===== src/rtl/dpg_pkg.sv =====
package dpg_pkg;

    typedef enum logic [1:0] {
        MD_PRIMARY = 2'd0,
        MD_STANDBY = 2'd1,
        MD_RELOAD  = 2'd2,
        MD_HALT    = 2'd3
    } mode_e;

    localparam logic [1:0] FC_NONE    = 2'b00;
    localparam logic [1:0] FC_PRIMARY = 2'b01;
    localparam logic [1:0] FC_STANDBY = 2'b10;

endpackage


===== src/rtl/dpg_lane_cmp.sv =====
module dpg_lane_cmp #(
    parameter int DATA_W = 8
) (
    input  logic [DATA_W-1:0] a_data,
    input  logic              a_vld,
    input  logic [DATA_W-1:0] b_data,
    input  logic              b_vld,
    output logic              word_ok,
    output logic              miscmp,
    output logic [DATA_W-1:0] word
);
    logic both_vld;
    logic same_word;

    always_comb begin
        both_vld  = a_vld & b_vld;
        same_word = (a_data == b_data);
        miscmp    = (a_vld ^ b_vld) | (both_vld & ~same_word);
        word_ok   = both_vld & same_word;
        word      = a_data;
    end
endmodule


===== src/rtl/dpg_ckpt.sv =====
module dpg_ckpt #(
    parameter int DATA_W = 8,
    parameter int WORDS  = 4,
    localparam int IDX_W = (WORDS > 1) ? $clog2(WORDS) : 1
) (
    input  logic              clk,
    input  logic              rst_n,
    input  logic              wr_en,
    input  logic [DATA_W-1:0] wr_data,
    input  logic [IDX_W-1:0]  rd_idx,
    output logic [DATA_W-1:0] rd_data
);
    localparam logic [IDX_W-1:0] LAST = IDX_W'(WORDS - 1);

    typedef struct packed {
        logic [WORDS-1:0][DATA_W-1:0] mem;
        logic [IDX_W-1:0]             ptr;
    } ck_t;

    ck_t ck_d, ck_q;

    always_comb begin
        ck_d = ck_q;
        if (wr_en) begin
            ck_d.mem[ck_q.ptr] = wr_data;
            ck_d.ptr = (ck_q.ptr == LAST) ? '0 : ck_q.ptr + IDX_W'(1);
        end
        rd_data = ck_q.mem[rd_idx];
    end

    always_ff @(posedge clk) begin
        if (!rst_n) ck_q <= '0;
        else        ck_q <= ck_d;
    end

    p_ring_wrap_r10: assert property (@(posedge clk) disable iff (!rst_n)
        (wr_en && ck_q.ptr == LAST) |=> (ck_q.ptr == '0));

    p_ring_hold_r10: assert property (@(posedge clk) disable iff (!rst_n)
        !wr_en |=> $stable(ck_q.ptr));

    p_ring_store_r10: assert property (@(posedge clk) disable iff (!rst_n)
        wr_en |=> (ck_q.mem[$past(ck_q.ptr)] == $past(wr_data)));
endmodule


===== src/rtl/dpg_ctrl.sv =====
module dpg_ctrl
    import dpg_pkg::*;
#(
    parameter int DATA_W = 8,
    parameter int WORDS  = 4,
    parameter logic [DATA_W-1:0] IDLE_WORD = '0,
    localparam int IDX_W = (WORDS > 1) ? $clog2(WORDS) : 1
) (
    input  logic              clk,
    input  logic              rst_n,
    input  logic              pri_ok,
    input  logic              pri_mis,
    input  logic [DATA_W-1:0] pri_word,
    input  logic              sby_ok,
    input  logic              sby_mis,
    input  logic [DATA_W-1:0] sby_word,
    input  logic              recover_req,
    input  logic [DATA_W-1:0] ckpt_rd_data,
    output logic              ckpt_we,
    output logic [DATA_W-1:0] ckpt_wdata,
    output logic [IDX_W-1:0]  ckpt_ridx,
    output logic [DATA_W-1:0] bus_data,
    output logic              bus_vld,
    output logic              trap,
    output mode_e             mode,
    output logic [1:0]        fault_code,
    output logic              reload_vld,
    output logic [IDX_W-1:0]  reload_idx,
    output logic [DATA_W-1:0] reload_data
);
    localparam logic [IDX_W-1:0] LAST = IDX_W'(WORDS - 1);

    typedef struct packed {
        mode_e             mode;
        logic              spare_ok;
        logic [1:0]        code;
        logic [IDX_W-1:0]  cnt;
        logic              bus_vld;
        logic [DATA_W-1:0] bus_data;
    } st_t;

    st_t st_d, st_q;
    logic              take;
    logic [DATA_W-1:0] word;

    always_comb begin
        st_d = st_q;
        trap = 1'b0;
        take = 1'b0;
        word = IDLE_WORD;

        if (st_q.code == FC_NONE) begin
            if (st_q.mode == MD_PRIMARY && pri_mis)  st_d.code = FC_PRIMARY;
            else if (st_q.mode != MD_HALT && sby_mis) st_d.code = FC_STANDBY;
        end

        unique case (st_q.mode)
            MD_PRIMARY: begin
                trap = pri_mis;
                if (pri_mis) begin
                    if (st_q.spare_ok && !sby_mis) begin
                        st_d.mode = MD_STANDBY;
                        take = sby_ok;
                        word = sby_word;
                    end else begin
                        st_d.mode = MD_HALT;
                    end
                end else begin
                    take = pri_ok;
                    word = pri_word;
                    if (sby_mis) st_d.spare_ok = 1'b0;
                end
            end
            MD_STANDBY: begin
                trap = sby_mis;
                if (sby_mis) begin
                    st_d.mode = MD_HALT;
                end else begin
                    take = sby_ok;
                    word = sby_word;
                    if (recover_req) begin
                        st_d.mode = MD_RELOAD;
                        st_d.cnt  = '0;
                    end
                end
            end
            MD_RELOAD: begin
                trap = sby_mis;
                if (sby_mis) begin
                    st_d.mode = MD_HALT;
                end else begin
                    take = sby_ok;
                    word = sby_word;
                    if (st_q.cnt == LAST) begin
                        st_d.mode = MD_PRIMARY;
                        st_d.cnt  = '0;
                    end else begin
                        st_d.cnt = st_q.cnt + IDX_W'(1);
                    end
                end
            end
            default: begin
                trap = 1'b0;
            end
        endcase

        st_d.bus_vld  = take;
        st_d.bus_data = take ? word : IDLE_WORD;

        ckpt_we     = take;
        ckpt_wdata  = word;
        ckpt_ridx   = st_q.cnt;
        bus_data    = st_q.bus_data;
        bus_vld     = st_q.bus_vld;
        mode        = st_q.mode;
        fault_code  = st_q.code;
        reload_vld  = (st_q.mode == MD_RELOAD);
        reload_idx  = st_q.cnt;
        reload_data = ckpt_rd_data;
    end

    always_ff @(posedge clk) begin
        if (!rst_n) begin
            st_q <= '{mode: MD_PRIMARY, spare_ok: 1'b1, code: FC_NONE,
                      cnt: '0, bus_vld: 1'b0, bus_data: IDLE_WORD};
        end else begin
            st_q <= st_d;
        end
    end

    p_forward_word_r2: assert property (@(posedge clk) disable iff (!rst_n)
        (st_q.mode == MD_PRIMARY && pri_ok) |=> (bus_vld && bus_data == $past(pri_word)));

    p_decouple_r4: assert property (@(posedge clk) disable iff (!rst_n)
        (st_q.mode == MD_PRIMARY && pri_mis) |=> (st_q.mode != MD_PRIMARY));

    p_halt_sticky_r6: assert property (@(posedge clk) disable iff (!rst_n)
        (st_q.mode == MD_HALT) |=> (st_q.mode == MD_HALT && !bus_vld && bus_data == IDLE_WORD));

    p_code_sticky_r7: assert property (@(posedge clk) disable iff (!rst_n)
        (st_q.code != FC_NONE) |=> $stable(st_q.code));

    p_recover_ignored_r8: assert property (@(posedge clk) disable iff (!rst_n)
        (st_q.mode == MD_PRIMARY && !pri_mis) |=> (st_q.mode == MD_PRIMARY));

    p_reload_step_r9: assert property (@(posedge clk) disable iff (!rst_n)
        (st_q.mode == MD_RELOAD && st_q.cnt != LAST && !sby_mis)
            |=> (st_q.mode == MD_RELOAD && st_q.cnt == $past(st_q.cnt) + IDX_W'(1)));

    p_reload_abort_r11: assert property (@(posedge clk) disable iff (!rst_n)
        (st_q.mode == MD_RELOAD && sby_mis) |=> (st_q.mode == MD_HALT));
endmodule


===== src/rtl/dual_pair_guard.sv =====
module dual_pair_guard
    import dpg_pkg::*;
#(
    parameter int DATA_W = 8,
    parameter int STATE_WORDS = 4,
    parameter logic [DATA_W-1:0] IDLE_WORD = '0,
    localparam int IDX_W = (STATE_WORDS > 1) ? $clog2(STATE_WORDS) : 1
) (
    input  logic              clk,
    input  logic              rst_n,
    input  logic [DATA_W-1:0] pri_a_data,
    input  logic              pri_a_vld,
    input  logic [DATA_W-1:0] pri_b_data,
    input  logic              pri_b_vld,
    input  logic [DATA_W-1:0] sby_a_data,
    input  logic              sby_a_vld,
    input  logic [DATA_W-1:0] sby_b_data,
    input  logic              sby_b_vld,
    input  logic              recover_req,
    output logic [DATA_W-1:0] bus_data,
    output logic              bus_vld,
    output logic              trap,
    output logic              on_primary,
    output logic              on_standby,
    output logic              halted,
    output logic [1:0]        fault_code,
    output logic              reload_vld,
    output logic [IDX_W-1:0]  reload_idx,
    output logic [DATA_W-1:0] reload_data
);
    localparam int NPAIR = 2;

    logic [NPAIR-1:0][DATA_W-1:0] a_data, b_data, p_word;
    logic [NPAIR-1:0]             a_vld, b_vld, p_ok, p_mis;

    assign a_data[0] = pri_a_data;
    assign a_vld[0]  = pri_a_vld;
    assign b_data[0] = pri_b_data;
    assign b_vld[0]  = pri_b_vld;
    assign a_data[1] = sby_a_data;
    assign a_vld[1]  = sby_a_vld;
    assign b_data[1] = sby_b_data;
    assign b_vld[1]  = sby_b_vld;

    for (genvar g = 0; g < NPAIR; g++) begin : g_pair
        dpg_lane_cmp #(.DATA_W(DATA_W)) u_cmp (
            .a_data  (a_data[g]),
            .a_vld   (a_vld[g]),
            .b_data  (b_data[g]),
            .b_vld   (b_vld[g]),
            .word_ok (p_ok[g]),
            .miscmp  (p_mis[g]),
            .word    (p_word[g])
        );
    end

    logic              ck_we;
    logic [DATA_W-1:0] ck_wdata, ck_rdata;
    logic [IDX_W-1:0]  ck_ridx;
    mode_e             mode;

    dpg_ckpt #(.DATA_W(DATA_W), .WORDS(STATE_WORDS)) u_ckpt (
        .clk     (clk),
        .rst_n   (rst_n),
        .wr_en   (ck_we),
        .wr_data (ck_wdata),
        .rd_idx  (ck_ridx),
        .rd_data (ck_rdata)
    );

    dpg_ctrl #(.DATA_W(DATA_W), .WORDS(STATE_WORDS), .IDLE_WORD(IDLE_WORD)) u_ctrl (
        .clk          (clk),
        .rst_n        (rst_n),
        .pri_ok       (p_ok[0]),
        .pri_mis      (p_mis[0]),
        .pri_word     (p_word[0]),
        .sby_ok       (p_ok[1]),
        .sby_mis      (p_mis[1]),
        .sby_word     (p_word[1]),
        .recover_req  (recover_req),
        .ckpt_rd_data (ck_rdata),
        .ckpt_we      (ck_we),
        .ckpt_wdata   (ck_wdata),
        .ckpt_ridx    (ck_ridx),
        .bus_data     (bus_data),
        .bus_vld      (bus_vld),
        .trap         (trap),
        .mode         (mode),
        .fault_code   (fault_code),
        .reload_vld   (reload_vld),
        .reload_idx   (reload_idx),
        .reload_data  (reload_data)
    );

    always_comb begin
        on_primary = (mode == MD_PRIMARY);
        on_standby = (mode == MD_STANDBY) || (mode == MD_RELOAD);
        halted     = (mode == MD_HALT);
    end

    p_flags_onehot_r1: assert property (@(posedge clk) disable iff (!rst_n)
        $onehot({on_primary, on_standby, halted}));
endmodule


===== config.mk =====
export PLATFORM = sky130hd
export DESIGN_NAME = dual_pair_guard
export DESIGN_NICKNAME = d
export VERILOG_FILES = /design/src/rtl/dpg_pkg.sv /design/src/rtl/dpg_lane_cmp.sv /design/src/rtl/dpg_ckpt.sv /design/src/rtl/dpg_ctrl.sv /design/src/rtl/dual_pair_guard.sv
export SDC_FILE = /design/constraint.sdc
export NUM_CORES = 1
export LEC_CHECK = 0
export BUFFER_PORTS_ARGS = -buffer_cell sky130_fd_sc_hd__buf_4
export CAP_MARGIN = 5
export CORE_ASPECT_RATIO = 1.2
export CORE_UTILIZATION = 53
export DETAILED_ROUTE_END_ITERATION = 7
export GPL_TIMING_DRIVEN = 1
export PLACE_DENSITY = 0.91
export SLEW_MARGIN = 30
export SYNTH_ARGS = -nofsm -noshare
export SYNTH_HDL_FRONTEND = slang
export SYNTH_SLANG_ARGS = --single-unit

===== constraint.sdc =====
create_clock -name clk -period 3 [get_ports clk]
set_input_delay 0.6 -clock clk [delete_from_list [all_inputs] [get_ports clk]]
set_output_delay 0.6 -clock clk [all_outputs]
set_load 0.03 [all_outputs]

==> summary.md, run 1 <==
| Metric | Value |
|---|---|
| Crit-path slowest cell | `nor4_1` |
| Synth top area share | `between 30% and 40%` |
| Hold depth | `1` |
| Vias in the first global route | `2129` |
| WS Path Type | `primary input to output pin` |
| Leakage power | `0.001288 uW` |
| Full die area | `5191 um^2` |
| Synthesis Warnings | `0` |
| Synth top cells by count | `dfxtp_1, a32o_1, xor2_1` |
| Worst-path fanout max | `4` |
| Largest area contributor in the netlist | `dfxtp_1` |
| CTS Buf Count | `5` |
| Sequential share of the synthesized area | `38.50%` |
| DRC errors left | `0` |
| Hold slack | `0.4703 ns` |
| Row count | `27` |
| Filler cells | `346` |
| Pre-CTS WS | `0.1975 ns` |
| Post-DP HPWL | `4511 um` |
| TritonCTS clock tree | `yes` |
| CP Launch Type | `primary input` |
| Fin cells | `348` |
| Drt wl/cell | `17.81 um` |
| Post-Synthesis Cells | `240` |
| Distinct cells, synth | `40` |
| Initial antenna violation count | `0` |
| Gr ovfl total | `0` |
| Die H | `78.73 um` |
| Average size of a mapped cell | `between 10 and 15 um^2` |
| Largest net degree at the start of global routing | `38` |
| Routed Antenna Nets | `0` |
| Vias | `2174` |
| Endpoints failing setup | `0` |
| Worst reg2reg path depth | `6` |
| I/O Buffers | `64` |
| Max IR drop VDD | `roughly 0.42 mV` |
| Power per Cell Area | `662.5 nW/um^2` |
| DR pass1 iterations | `4` |
| # resized after CTS | `0` |
| Seq pwr share | `a little over a third` |
| Gr usage total | `about a quarter` |
| Flop-to-flop setup slack | `0.58 ns` |
| DRT Wirelength | `between 6000 and 7000 um` |
| Post-Place Cells | `340` |
| Fin. max-slew vios | `0` |
| Most common flop cell mapped by yosys | `dfxtp_1` |
| Switching share of power | `38.66%` |
| Post-CTS Setup Bufs | `0` |
| NumNets Final | `340` |
| Post-synth EDFFs | `0` |
| ANT cells | `0` |
| Worst-Margin Slew | `0.6862 ns` |
| Unrepaired setup endpoints after global routing | `false` |
| Hold violation total from the final report | `0` |
| Top Ports | `65` |
| Outcome | `finished clean` |
| Clk_lat worst skew | `0.32 ns` |
| Initial core utilization | `55.77%` |
| Min-Delay Path Class | `flip-flop to flip-flop` |
| Slew headroom | `between 50 and 60%` |
| Critical path, cell by cell | `buf_4 > ha_1 > nor4_1 > and3_1 > nand2b_1 > a21oi_1 > buf_4` |
| First-pass GRT wire length | `about 9900 um` |
| Clk_skew | `0.008103 ns` |
| Clock-pin slew on the worst setup and hold paths | `0.10 ns` |
| CTS sink cnt | `50` |
| NetSw | `800.6 uW` |
| CP max stage delay | `0.55 ns` |
| Min Clock Period, post-route | `2.834 ns` |
| Die Wd | `65.94 um` |
| Setup TNS Final | `0 ns` |
| Initial DRC Count | `138` |
| Core area | `around 4700 um^2` |
| Clock root buffer | `clkbuf_8` |
| Post-synth net total | `291` |
| FF+latch count, synth | `50` |
| Most numerous cell in the Yosys netlist | `dfxtp_1` |
| H-tree levels | `2` |
| Area Growth Syn to Fin | `20.21%` |
| Synth top area cells | `dfxtp_1, a32o_1, mux4_2` |
| Period utilization | `a little over nine tenths` |
| Clock share of power | `around 24%` |
| Max Cap Violations | `0` |
| Clock Tree Buf Depth | `2` |
| Internal power | `approximately 1300 uW` |
| Logic pwr share | `about two fifths` |
| Final worst slack | `0.1661 ns` |
| Vias/cell | `6.247` |
| CTS Hold Buffers Added | `0` |
| CP Data Required Time | `~2.4 ns` |
| Arr. time, crit path | `2.23 ns` |
| RD Place Congestion | `0.8781` |
| Critical path's most frequent cell | `buf_4` |
| Fraction of registers with async set/reset | `0%` |
| CP endpoint kind | `output pin` |
| Cell Area, Synth | `around 2600 um^2` |
| Share of cells above drive strength 1 | `between 30% and 40%` |
| Fmax | `around 0.35 GHz` |
layer usage:
| metal | GRT usage [%] | part of all wire [%] | vias up |
|---|---|---|---|
| li1 | - | - | 1001 |
| met1 | 27.89 | 36 | 1042 |
| met2 | 44.59 | 53 | 114 |
| met3 | 5.316 | 8.4 | 17 |
| met4 | 11.91 | 2.8 | 0 |
| met5 | 0 | 0 | - |
path summary, 6_finish.rpt:
kind                   startpoint         endpoint
setup / recovery        pri_a_vld             trap
hold / removal    u_ckpt.ck_q[25]  u_ckpt.ck_q[25]
setup reg to reg   u_ctrl.mode[0]  u_ckpt.ck_q[22]
hold reg to reg   u_ckpt.ck_q[25]  u_ckpt.ck_q[25]
sequential cells by signal, indices dropped and copies added, names as in the netlist:
register	cells
u_ctrl.st_q	1
u_ckpt.ck_q	34
u_ctrl.ckpt_ridx	2
u_ctrl.bus_vld	1
u_ctrl.mode	2
u_ctrl.fault_code	2
u_ctrl.bus_data	8
cell usage in the layout (no fill, tap or decap), drive strengths merged:
master	instances
a211oi	4
a21o	3
a21oi	14
a221oi	1
a311o	1
a31oi	4
a32o	36
and2	12
and3	1
buf	67
bufinv	1
clkbuf	5
dfxtp	50
ha	12
inv	10
mux2i	4
mux4	8
nand2	7
nand2b	3
nand3	1
nand3b	1
nand4	1
nor2	10
nor2b	3
nor4	4
o21a	1
o21ai	4
o21ba	2
o311ai	1
o31a	1
o31ai	1
or3	1
xnor2	1
xor2	15
through the flow:
step	power, uW	util [%]	instance area [um^2]
after detailed placement	1569	64.55	3009
after global routing	2173	67.04	3126
final	2071	67.04	3126
after floorplan	1334	-	2600
after global placement	1545	64.55	3009
after CTS	2064	67.04	3126
cell families (layout without fill, tap and decap cells):
group / Yosys count / after routing / synth area share (%)
fa+ha+maj: 12 / 12 / 5.775
simple gates: 44 / 44 / 10.40
mux: 12 / 12 / 8.470
flops: 50 / 50 / 38.50
xor+xnor: 16 / 16 / 5.390
compound gates: 73 / 73 / 23.92
buf+inv: 33 / 83 / 7.555
worst max-delay path, delay by kind of cell:
kind | cells | cell delay, ns
AND/OR/NAND/NOR | 3 | 0.97
adder cells (fa/ha/maj) | 1 | 0.31
buffers and inverters | 2 | 0.28
AO/OA/AOI/OAI | 1 | 0.07
power groups by stage:
stage               registers, uW  logic [uW]  clock network (uW)
finish                        739         832                 499
CTS                           740         823                 502
floorplan                     731         603                   0
global route                  748         899                 526
global placement              752         793                   0
detailed placement            754         814                   0
layout make-up:
class                      instances  area, um^2  share of cell area, %
multi-input combinational        157        1403                  44.88
sequential                        50        1001                  32.03
timing repair buffer              67       503.0                  16.09
tap                               58       72.57                  2.322
clock buffer                       5       68.82                  2.202
clock inverter                     3       47.55                  1.521
inverter                           8       30.03                 0.9608
(Power assumes the default switching activity.)
==> inputs of run 2 (changes only) <==
Settings changed: PLACE_DENSITY 0.91 to not set, PLACE_DENSITY_LB_ADDON set to 0.08, SKIP_LAST_GASP set to 1.
==> run 2 against run 1 <==
  * Die area unchanged
  * Global-route usage is 0.56 points lower
  * Worst hold slack improved by 0.0023 ns
  * Clock power fell by 16%
  * Clock skew grew 0.00062 ns
  * Via count down 3.4%
  * First-iteration DRC count fell by 15%
  * Critical endpoint unchanged
  * Largest power group unchanged
  * Highest routed layer unchanged
==> summary.md, run 2 (synthesized netlist as in run 1, its figures left out) <==
| Metric | Value |
|---|---|
| Outcome | `finished clean` |
| Row count | `27` |
| ANT cells | `0` |
| Critical path's most frequent cell | `buf_4` |
| DRT Wirelength | `between 5000 and 6000 um` |
| Fin cells | `between 300 and 400` |
| Multi-input gate area | `between 1000 and 1500 um^2` |
| H-tree levels | `2` |
| NumNets Final | `about 340` |
| CTS sink cnt | `50` |
| Post-CTS Setup Bufs | `0` |
| Worst-Margin Slew | `0.6794 ns` |
| Post-Place Cells | `344` |
| Post-DP HPWL | `4304 um` |
| Initial antenna violation count | `0` |
| Vias in the first global route | `2011` |
| Initial core utilization | `a little under three fifths` |
| Gr ovfl total | `0` |
| Gr usage total | `about a quarter` |
| CP endpoint kind | `output pin` |
| CP Data Required Time | `about 2.4 ns` |
| Leakage power | `0.001300 uW` |
| Area Growth Syn to Fin | `21.03%` |
| CP max stage delay | `0.49 ns` |
| Clk_lat worst skew | `0.31 ns` |
| CTS Hold Buffers Added | `0` |
| Clk_skew | `0.008723 ns` |
| First-pass GRT wire length | `9597 um` |
| Tot Pwr | `between 1500 and 2000 uW` |
| Worst-path fanout max | `4` |
| Setup TNS Final | `0 ns` |
| Crit-path slowest cell | `nor4_1` |
| Routed Antenna Nets | `0` |
| Max IR drop VDD | `0.3464 mV` |
| Max Cap Violations | `0` |
| Share of cells above drive strength 1 | `32.65%` |
| Largest net degree at the start of global routing | `38` |
| FF/Latch Area | `between 1000 and 1500 um^2` |
| CTS Buf Count | `5` |
| Clock-pin slew on the worst setup and hold paths | `roughly 0.10 ns` |
| Flop-to-flop setup slack | `0.82 ns` |
| Commonest cells after routing, fill and taps aside | `buf_4, dfxtp_1, a32o_1` |
| Min-Delay Path Class | `flip-flop to flip-flop` |
| WS Path Type | `primary input to output pin` |
| Max FFs per register | `34` |
| Period utilization | `slightly above 90%` |
| DRC errors left | `0` |
| Critical path, cell by cell | `buf_4 > ha_1 > nor4_1 > and3_1 > nand2b_1 > a21oi_1 > buf_4` |
| Hold violation total from the final report | `0` |
| # resized after CTS | `0` |
| Vias/cell | `5.963` |
| Core area | `4662 um^2` |
| Filler cells | `402` |
| Slew headroom | `54.71%` |
| Die H | `~79 um` |
| Clock Tree Buf Depth | `2` |
| Biggest register | `u_ckpt.ck_q` |
| Unrepaired setup endpoints after global routing | `false` |
| RD Place Congestion | `just over 0.8` |
| I/O Buffers | `64` |
| Fin. max-slew vios | `0` |
| Full die area | `5191 um^2` |
| Commonest non-fill, non-tap cell in the layout | `buf_4` |
| Die Wd | `65.94 um` |
| Initial DRC Count | `around 120` |
| Arr. time, crit path | `2.17 ns` |
| Fmax | `about 0.36 GHz` |
| Min Clock Period, post-route | `~2.8 ns` |
| Drt wl/cell | `between 15 and 20 um` |
| Endpoints failing setup | `0` |
| TritonCTS clock tree | `yes` |
| CP Launch Type | `primary input` |
| Clock root buffer | `clkbuf_8` |
| DR pass1 iterations | `4` |
| Power per Cell Area | `627.2 nW/um^2` |
| Vias | `roughly 2.1k` |
| Top Ports | `65` |
[run 2: path summary, 6_finish.rpt]
check | cells past startpoint | startpoint | to
setup reg to reg | 8 | u_ctrl.mode[0] | u_ckpt.ck_q[21]
hold / removal | 1 | u_ckpt.ck_q[25] | u_ckpt.ck_q[25]
hold reg to reg | 1 | u_ckpt.ck_q[25] | u_ckpt.ck_q[25]
setup / recovery | 7 | pri_a_vld | trap
[run 2: stage by stage]
step	utilization (%)	hold slack, ns	worst slack (ns)	area (um^2)
6_report	67.50	0.4726	0.2269	3147
5_1_grt	67.50	0.4986	0.1066	3147
4_1_cts	67.50	0.4783	0.2266	3147
3_5_place_dp	65.46	0.4528	0.2058	3052
3_3_place_gp	65.46	0.4426	0.2257	3052
2_1_floorplan	-	0.4366	0.4804	2600
[run 2: where the power goes]
part           switching, uW  internal (uW)
clock                    245            172
sequential              42.7            693
combinational            493            328
[run 2: worst max-delay path, delay by kind of cell]
kind / cells / cell delay (ns)
simple gates: 3 / 0.91
fa+ha+maj: 1 / 0.31
buf+inv: 2 / 0.28
compound gates: 1 / 0.08
[run 2: area by class of cell]
cell class / instances / share of cell area, %
flip-flops and latches: 50 / 31.81
well taps: 58 / 2.306
clock inverters: 3 / 0.8350
inverters: 8 / 0.9543
clock buffers: 5 / 2.187
multi-input cells: 157 / 44.57
repair buffers: 71 / 17.34
[run 2: metal layers]
metal	global-route usage [%]	wire length (um)	vias up	part of all wire [%]
li1	-	-	1011	-
met1	30.29	2551	1018	43
met2	42.04	2990	68	50
met3	5.172	362	2	6.1
met4	7.872	30	0	0.51
met5	0	0	-	0
